===== src/rtl/phseq_pkg.sv =====
package phseq_pkg;
  localparam int SEL_W   = 3;
  localparam int NREG    = 1 << SEL_W;
  localparam int INSTR_W = 16;

  typedef enum logic [2:0] {
    ALU_ADD  = 3'd0,
    ALU_SUB  = 3'd1,
    ALU_AND  = 3'd2,
    ALU_OR   = 3'd3,
    ALU_XOR  = 3'd4,
    ALU_PA   = 3'd5,
    ALU_PB   = 3'd6,
    ALU_INCA = 3'd7
  } alu_op_e;

  typedef struct packed {
    logic             spare;
    logic             mem_wr;
    logic             reg_wr;
    logic             addr_ld;
    logic [SEL_W-1:0] dst;
    logic [SEL_W-1:0] src_b;
    logic [SEL_W-1:0] src_a;
    alu_op_e          op;
  } instr_t;
endpackage


===== src/rtl/phseq_ring.sv =====
module phseq_ring #(
  parameter int NPH = 4
) (
  input  logic           clk,
  input  logic           rst,
  output logic [NPH-1:0] phase_o
);
  logic [NPH-1:0] ring_q;

  always_ff @(posedge clk) begin
    if (rst) ring_q <= NPH'(1);
    else     ring_q <= {ring_q[NPH-2:0], ring_q[NPH-1]};
  end

  assign phase_o = ring_q;

  AST_PHASE_ONEHOT: assert property (@(posedge clk) disable iff (rst)
    $countones(ring_q) == 1);
  AST_PHASE_WRAP: assert property (@(posedge clk) disable iff (rst)
    ring_q[NPH-1] |=> ring_q[0]);
  AST_PHASE_STEP: assert property (@(posedge clk) disable iff (rst)
    ring_q[0] |=> ring_q[1]);
endmodule


===== src/rtl/phseq_regfile.sv =====
module phseq_regfile #(
  parameter int DATA_W = 16,
  parameter int SEL_W  = 3
) (
  input  logic              clk,
  input  logic              rst,
  input  logic              we,
  input  logic [SEL_W-1:0]  wsel,
  input  logic [DATA_W-1:0] wdata,
  input  logic [SEL_W-1:0]  rsel_a,
  input  logic [SEL_W-1:0]  rsel_b,
  output logic [DATA_W-1:0] rdata_a,
  output logic [DATA_W-1:0] rdata_b
);
  localparam int NREG = 1 << SEL_W;

  logic [DATA_W-1:0] regs_q [NREG];

  always_ff @(posedge clk) begin
    for (int i = 0; i < NREG; i++) begin
      if (rst)                            regs_q[i] <= '0;
      else if (we && wsel == SEL_W'(i))   regs_q[i] <= wdata;
    end
  end

  assign rdata_a = regs_q[rsel_a];
  assign rdata_b = regs_q[rsel_b];
endmodule


===== src/rtl/phseq_alu.sv =====
module phseq_alu
  import phseq_pkg::*;
#(
  parameter int DATA_W = 16
) (
  input  alu_op_e           op,
  input  logic [DATA_W-1:0] a,
  input  logic [DATA_W-1:0] b,
  output logic [DATA_W-1:0] y,
  output logic              is_zero
);
  always_comb begin
    case (op)
      ALU_ADD:  y = a + b;
      ALU_SUB:  y = a - b;
      ALU_AND:  y = a & b;
      ALU_OR:   y = a | b;
      ALU_XOR:  y = a ^ b;
      ALU_PA:   y = a;
      ALU_PB:   y = b;
      default:  y = a + DATA_W'(1);
    endcase
  end

  assign is_zero = (y == '0);
endmodule


===== src/rtl/phseq_top.sv =====
module phseq_top
  import phseq_pkg::*;
#(
  parameter int DATA_W = 16
) (
  input  logic               clk,
  input  logic               rst,
  input  logic [INSTR_W-1:0] instr_i,
  output logic [3:0]         phase_o,
  output logic               ir_ld_o,
  output logic               ab_ld_o,
  output logic               mar_ld_o,
  output logic               zf_ld_o,
  output logic               rf_we_o,
  output logic               mdr_ld_o,
  output logic [INSTR_W-1:0] ir_o,
  output logic [DATA_W-1:0]  a_buf_o,
  output logic [DATA_W-1:0]  b_buf_o,
  output logic [DATA_W-1:0]  alu_y_o,
  output logic               zero_o,
  output logic [DATA_W-1:0]  mar_o,
  output logic [DATA_W-1:0]  mdr_o,
  output logic               mem_we_o
);
  localparam int NPH = 4;

  logic [NPH-1:0]    ph;
  instr_t            ir_q;
  logic [DATA_W-1:0] a_q, b_q, mar_q, mdr_q, rd_a, rd_b, alu_y;
  logic              zf_q, alu_zero, mem_we_q;
  logic              ir_ld, ab_ld, mar_ld, zf_ld, rf_we, mdr_ld;

  phseq_ring #(.NPH(NPH)) u_ring (
    .clk(clk), .rst(rst), .phase_o(ph)
  );

  // phase-gated load enables
  assign ir_ld  = ph[0];
  assign ab_ld  = ph[1];
  assign mar_ld = ph[2] & ir_q.addr_ld;
  assign zf_ld  = ph[2];
  assign rf_we  = ph[3] & ir_q.reg_wr;
  assign mdr_ld = ph[3] & ir_q.mem_wr;

  phseq_regfile #(.DATA_W(DATA_W), .SEL_W(SEL_W)) u_rf (
    .clk(clk), .rst(rst), .we(rf_we), .wsel(ir_q.dst), .wdata(alu_y),
    .rsel_a(ir_q.src_a), .rsel_b(ir_q.src_b), .rdata_a(rd_a), .rdata_b(rd_b)
  );

  phseq_alu #(.DATA_W(DATA_W)) u_alu (
    .op(ir_q.op), .a(a_q), .b(b_q), .y(alu_y), .is_zero(alu_zero)
  );

  always_ff @(posedge clk) begin
    if (rst) begin
      ir_q     <= '0;
      a_q      <= '0;
      b_q      <= '0;
      mar_q    <= '0;
      mdr_q    <= '0;
      zf_q     <= 1'b0;
      mem_we_q <= 1'b0;
    end else begin
      if (ir_ld)  ir_q  <= instr_t'(instr_i);
      if (ab_ld) begin
        a_q <= rd_a;
        b_q <= rd_b;
      end
      if (mar_ld) mar_q <= b_q;
      if (zf_ld)  zf_q  <= alu_zero;
      if (mdr_ld) mdr_q <= alu_y;
      mem_we_q <= mdr_ld;
    end
  end

  assign phase_o  = ph;
  assign ir_ld_o  = ir_ld;
  assign ab_ld_o  = ab_ld;
  assign mar_ld_o = mar_ld;
  assign zf_ld_o  = zf_ld;
  assign rf_we_o  = rf_we;
  assign mdr_ld_o = mdr_ld;
  assign ir_o     = ir_q;
  assign a_buf_o  = a_q;
  assign b_buf_o  = b_q;
  assign alu_y_o  = alu_y;
  assign zero_o   = zf_q;
  assign mar_o    = mar_q;
  assign mdr_o    = mdr_q;
  assign mem_we_o = mem_we_q;

  AST_IR_HOLD: assert property (@(posedge clk) disable iff (rst)
    !ph[0] |=> $stable(ir_q));
  AST_AB_HOLD: assert property (@(posedge clk) disable iff (rst)
    !ph[1] |=> ($stable(a_q) && $stable(b_q)));
  AST_MAR_HOLD: assert property (@(posedge clk) disable iff (rst)
    !ph[2] |=> $stable(mar_q));
  AST_ZF_HOLD: assert property (@(posedge clk) disable iff (rst)
    !ph[2] |=> $stable(zf_q));
  AST_MDR_HOLD: assert property (@(posedge clk) disable iff (rst)
    !ph[3] |=> $stable(mdr_q));
  AST_MEMWE_ONE: assert property (@(posedge clk) disable iff (rst)
    mem_we_q |=> !mem_we_q);
  AST_MEMWE_PH1: assert property (@(posedge clk) disable iff (rst)
    mem_we_q |-> ph[0]);
endmodule


===== config.mk =====
export PLATFORM = sky130hd
export DESIGN_NAME = phseq_top
export DESIGN_NICKNAME = d
export VERILOG_FILES = /design/src/rtl/phseq_pkg.sv /design/src/rtl/phseq_ring.sv /design/src/rtl/phseq_regfile.sv /design/src/rtl/phseq_alu.sv /design/src/rtl/phseq_top.sv
export SDC_FILE = /design/constraint.sdc
export NUM_CORES = 1
export LEC_CHECK = 0
export BUFFER_PORTS_ARGS = -buffer_cell sky130_fd_sc_hd__buf_2
export CELL_PAD_IN_SITES_DETAIL_PLACEMENT = 2
export CELL_PAD_IN_SITES_GLOBAL_PLACEMENT = 2
export CORE_ASPECT_RATIO = 1.25
export CORE_MARGIN = 1
export CORE_UTILIZATION = 40
export DETAILED_ROUTE_END_ITERATION = 16
export GPL_TIMING_DRIVEN = 0
export HOLD_SLACK_MARGIN = 0.02
export PLACE_DENSITY_LB_ADDON = 0.25
export SLEW_MARGIN = 20
export SYNTH_ARGS = -nofsm -noshare
export SYNTH_HDL_FRONTEND = slang
export SYNTH_SLANG_ARGS = --single-unit
export TNS_END_PERCENT = 5

===== constraint.sdc =====
create_clock -name clk -period 9.3 [get_ports clk]
set_input_delay 1.86 -clock clk [delete_from_list [all_inputs] [get_ports clk]]
set_output_delay 1.86 -clock clk [all_outputs]
set_load 0.01 [all_outputs]

Word-level counts from Yosys, hierarchy flattened. Memories as Yosys holds them, arrays and structs flattened. A register that Yosys moved wholly into a read port is not among the register bits. Cells that the tools add are included.

Output and inout bits: 108. Register bits: 54. RAM bits: 128. Input port bits: 18. Memories: 1.

Memories: u_rf.regs_q (words 8, bits a word 16, read ports 2, clocked after memory_dff 2, wr ports 8, line phseq_regfile.sv:17) `logic [DATA_W-1:0] regs_q [NREG];`.

Bitwise operators: 14. Add/sub/neg operators: 3. Mux-type cells: 35. Equal/unequal tests: 13. Reductions and logical operators: 11.

Operators by type and width (number): 16-bit two-way mux (8); 16-bit case mux with 7 select lines (1); 1-bit two-way mux (26); 3-bit == test (second input constant) (7); 16-bit by 1-bit adder with 16-bit output (second input constant) (1); 16-bit adder (1); 16-bit bitwise AND (1); 16-bit zero test (1); 16-bit bitwise OR (1); 16-bit subtractor (1); 16-bit XOR (1); 3-bit by 2-bit == test with 1-bit output (second input constant) (4); 1-bit logical AND (8); 1-bit bitwise OR (8); 3-bit by 1-bit == test with 1-bit output (second input constant) (2); 3-bit zero test (2); 1-bit bitwise AND (3).

Depth between registers and ports, before layout.
Depth after elaboration: 6. Gate-level depth with buffers: 20. Depth with buffers taken out: 17.

Cells and area by module. A second synthesis with hierarchy kept.

Cells, all modules: 1151. Area, all modules: 13080.0 sq um.

By module, submodules not included: phseq_regfile (times used 1, sequential area each 3843.7 sq um, area an instance 6912.9 sq um, cells each 431); phseq_top (times used 1, sequential area each 1641.6 sq um, area an instance 3352.0 sq um, cells each 314); phseq_alu (times used 1, sequential area each 0.0 sq um, area an instance 2702.6 sq um, cells each 398); phseq_ring (times used 1, sequential area each 80.1 sq um, area an instance 112.6 sq um, cells each 8).

Worst setup path after synthesis. OpenSTA, ideal clock, no wires.

Path kind: reg-to-output. From: register ir_q, in the netlist ir_o[0]. To: output alu_y_o[15]. Required time: 7.440 ns. Data arrival time: 3.726 ns. Buffers on the path: 6. Path slack: 3.714 ns. Cell stages (with the launch flop): 19. Path through: dfxtp_1 > buf_2 > buf_2 > buf_2 > buf_1 > buf_1 > a21oi_1 > xnor2_1 > nor2_1 > ha_1 > a21o_1 > a2111oi_4 > a211oi_1 > o211ai_1 > and3_1 > xor2_1 > o21ba_1 > buf_4 > inv_2.

Longest elaborated chain between the ends: 2.

Ends and longest elaborated chain: from (decl) (line phseq_top.sv:28) `instr_t ir_q;`; from (signal assigned) (line phseq_top.sv:64) `if (ir_ld) ir_q <= instr_t'(instr_i);`; 3-bit == test, or another cell as far along (line phseq_alu.sv:13) `case (op)`; 16-bit case mux with 7 select lines * (line phseq_alu.sv:13); to (decl) (line phseq_top.sv:19) `output logic [DATA_W-1:0] alu_y_o,`.

Mark *: on every way between the ends. The rest lies on a longest branch, timed or not.

Final worst setup path.
From: register ir_q, in the netlist ir_o[0]. To: output alu_y_o[14].

Same word-level chain as after synthesis.

==> impl_results.md <==
- I/O pin total: 126
- Kind of critical path: flip-flop to output pin
- Maximum net fanout on the critical path: 10
- Element type at the critical path start: flip-flop
- Number of enable-type register cells in the synthesized netlist: 128
- Die height: 196 um
- Critical path data required time: 7440 ps
- First-pass GRT wire length: 69,400 um
- Syn avg cell area: 10.6 um2
- Sum of overflow across all layers after global routing: 0
- Multi-input logic area: 0.00586 mm2
- Synthesized flop and latch total: 214
- Clock latency reported for the late side of the worst-skew pair: 540 ps
- Minimum hold slack: 452 ps
- Count of cells resized by post-cts repair: 0
- Number of clock sinks: 214
- Final antenna-violating net count: 0
- Post-route setup slack: 1480 ps
- Cell at the root of the clock tree: sky130_fd_sc_hd__clkbuf_16
- Buffers and inverters on the worst path: 8
- Antenna diodes: 0
- Per-cell via count in the routed design: 5.85
- Setup-failing EPs final: 0
- Floorplan core area: 0.0294 mm2
- Total clock buffers created by CTS: 25
- Number of hold violations in the final report: 0
- Power density over cell area: 197 mW/mm2
- CTS hold repair buffers: 0
- Reg-to-reg startpoint: ir_o[0]
- Summed instance area of the synthesized netlist: 0.0121 mm2
- Slowest CP cell: sky130_fd_sc_hd__buf_1
- Setup TNS: 0 ps
- Initial standard-cell utilization of the core: 41.0%
- Number of levels in the clock H-tree: 1
- DIE AREA: 0.0309 mm2
- Proportion of layout cells with a drive suffix above 1: 20.3%
- Vias in the first global route: 10,900
- Dominant cell type by count on the critical path: sky130_fd_sc_hd__buf_2
- Maximum number of pins on one net before global-route repair: 17
- Post-Syn Instances: 1,136
- Leading cell types in the layout, fill and taps excluded: sky130_fd_sc_hd__nor2_1, sky130_fd_sc_hd__buf_2, sky130_fd_sc_hd__edfxtp_1
- Sequential standard cell area: 0.00557 mm2
- Initial drt markers: 470
- Maximum cell stage delay along the critical path: 560 ps
- Count of pins over their slew limit: 0
- Number of different library cells in the post-synthesis netlist: 71
- Arrival time worst endpoint: 5960 ps
- Post-synth net total: 1,203
- Remaining design rule violation count: 0
- Minimum clock period after layout: 7820 ps
- Worst Min Path Start: mar_o[6]
- Vias after detailed routing: 9,951
- Max-slew headroom at the worst pin: 23.5%
- Least-Margin Pin Slew: 1150 ps
- Die width: 157 um
- Number of warnings issued by yosys: 0
- Average wire per standard cell: 27.3 um
- Class of the most critical hold timing path: flip-flop to flip-flop
- Count of filler cells inserted in the layout: 3,113
- Upper clock frequency limit: 0.128 GHz
- Most frequently used flop master after synthesis: sky130_fd_sc_hd__edfxtp_1
- Clock tree from TritonCTS: done
- Final HPWL DP: 34,000 um
- Worst ir drop on vdd: 0.190 mV
- Antenna violations before repair: 0
- Type of destination of the critical path: output pin
- Port buffer count: 124
- Maxcap violations: 0
- Number of nets in the layout: 1,354
- Global placer's final weighted congestion: 0.884
- Number of rows in the core area: 70
- Area Growth Syn to Fin: 16.4%
- Asr flop ratio synth: 0%
- Count of placed standard cells in the final layout, fillers left out: 1,702
- Result of the run: finished clean
- Unrepaired setup endpoints after global routing: no
- Overall routed net length: 46,500 um
- Number of search-and-repair iterations in the first detailed-routing pass: 4
- Cell family with the largest share of critical-path delay: buffers and inverters
- Total global routing track utilization: 30.7%
- Clock Path Buffers: 3
- Fraction of the yosys area taken by sequential cells: 46.1%
- Start point of the critical path: ir_o[0]
- Most common cell after layout, fill and taps aside: sky130_fd_sc_hd__nor2_1
- CP Cell Sequence: buf_2, buf_2, buf_2, buf_1, buf_1, mux2i_1, nand2_1, fa_1, nor2b_1, o31a_1, o211ai_1, a32oi_1, mux2i_1, and2_1, clkbuf_1, inv_1, buf_2
- Clock tree skew after final layout: 26.9 ps
- Final period utilization: 84.1%
- Leakage power: 5.55 nW
- Post-Place Setup Slack: 2250 ps
- Clock transition at path regs: 60 ps
- Count of buffers added by post-CTS timing repair for setup: 0
- Number of placed instances with taps included: 1,656
-- where the power goes --
group	total (W)	internal (W)	switching (W)
Sequential	0.00109	0.00104	0.0000479
Clock	0.00104	0.000621	0.000415
Combinational	0.000643	0.000222	0.000421
Total	0.00277	0.00188	0.000884
-- stage by stage --
stage	util (%)	power, W	instance area (um2)
2_1_floorplan	-	0.00148	12100
3_3_place_gp	44.8	0.00170	13200
3_5_place_dp	44.8	0.00173	13200
4_1_cts	47.7	0.00278	14000
5_1_grt	47.7	0.00285	14000
6_report	47.7	0.00277	14000
-- registers in the layout, summed over array words and instances, names as in the netlist --
signal and cells:
mar_o 16, ir_o 16, mdr_o 16, u_rf.regs_q 128, u_ring.phase_o 4, b_buf_o 16, a_buf_o 16, zero_o 1
mem_we_o 1
-- final cells by class --
class                           instances  share of cell area [%]
Inverter                               61                    1.63
Multi-Input combinational cell        770                    41.8
Clock inverter                          9                   0.722
Buffer                                 91                    2.89
Sequential cell                       214                    39.6
Tap cell                              396                    3.53
Clock buffer                           37                    5.40
Timing Repair Buffer                  124                    4.42
-- metal layers --
metal	vias up	track usage (%)	routed length, um
met5	-	0	0
met4	0	13.3	1970
met3	104	2.89	1890
met2	340	57.2	24900
met1	5101	35.2	17800
li1	4406	-	-
-- synth_stat cells, types with 7 or more instances --
library cell / instances / area share (%)
sky130_fd_sc_hd__nor2_1: 244 / 7.6
sky130_fd_sc_hd__edfxtp_1: 128 / 32
sky130_fd_sc_hd__dfxtp_1: 86 / 14
sky130_fd_sc_hd__mux4_2: 65 / 12
sky130_fd_sc_hd__nand2_1: 63 / 2.0
sky130_fd_sc_hd__mux2i_1: 61 / 5.1
sky130_fd_sc_hd__inv_1: 56 / 1.7
sky130_fd_sc_hd__clkbuf_1: 55 / 1.7
sky130_fd_sc_hd__ha_1: 48 / 5.0
sky130_fd_sc_hd__a21oi_1: 46 / 1.9
sky130_fd_sc_hd__a211oi_1: 44 / 2.7
sky130_fd_sc_hd__buf_2: 21 / 0.87
sky130_fd_sc_hd__o21ai_0: 19 / 0.79
sky130_fd_sc_hd__a21o_1: 16 / 1.0
sky130_fd_sc_hd__xnor2_1: 16 / 1.2
sky130_fd_sc_hd__nand2b_1: 15 / 0.78
sky130_fd_sc_hd__nor2b_1: 11 / 0.57
sky130_fd_sc_hd__o22ai_1: 9 / 0.47
sky130_fd_sc_hd__and3_1: 8 / 0.41
sky130_fd_sc_hd__buf_1: 8 / 0.25
sky130_fd_sc_hd__a31oi_1: 7 / 0.36
-- worst paths after layout --
check | endpoint | slack, ps | depth (start not counted)
max | alu_y_o[14] | 1480 | 17
min | mar_o[6] | 450 | 2
max reg2reg | u_rf.regs_q[1][14] | 3680 | 16
min reg2reg | mar_o[6] | 450 | 2
-- cell families after synthesis --
family	Yosys count	synth area share, %
DFF	214	46.1
xor gates and xnor gates	17	1.23
and+or+nand+nor	385	13.8
adders and majority gates	49	5.14
buffers and inverters	152	5.26
muxes	128	17.4
AOI/OAI and AO/OA	191	11.0
-- worst reg2reg max path: stages (launching register included) --
cell and delay [ps]:
sky130_fd_sc_hd__dfxtp_1 370, sky130_fd_sc_hd__buf_2 280, sky130_fd_sc_hd__buf_2 310, sky130_fd_sc_hd__buf_2 350, sky130_fd_sc_hd__buf_1 530, sky130_fd_sc_hd__buf_1 570, sky130_fd_sc_hd__mux2i_1 270, sky130_fd_sc_hd__nand2_1 110
sky130_fd_sc_hd__fa_1 440, sky130_fd_sc_hd__nor2b_1 250, sky130_fd_sc_hd__o31a_1 380, sky130_fd_sc_hd__o211ai_1 160, sky130_fd_sc_hd__a32oi_1 270, sky130_fd_sc_hd__mux2i_1 260, sky130_fd_sc_hd__and2_1 150, sky130_fd_sc_hd__clkbuf_1 490
sky130_fd_sc_hd__nor2_1 150
Power figures use the tool's default switching activity.
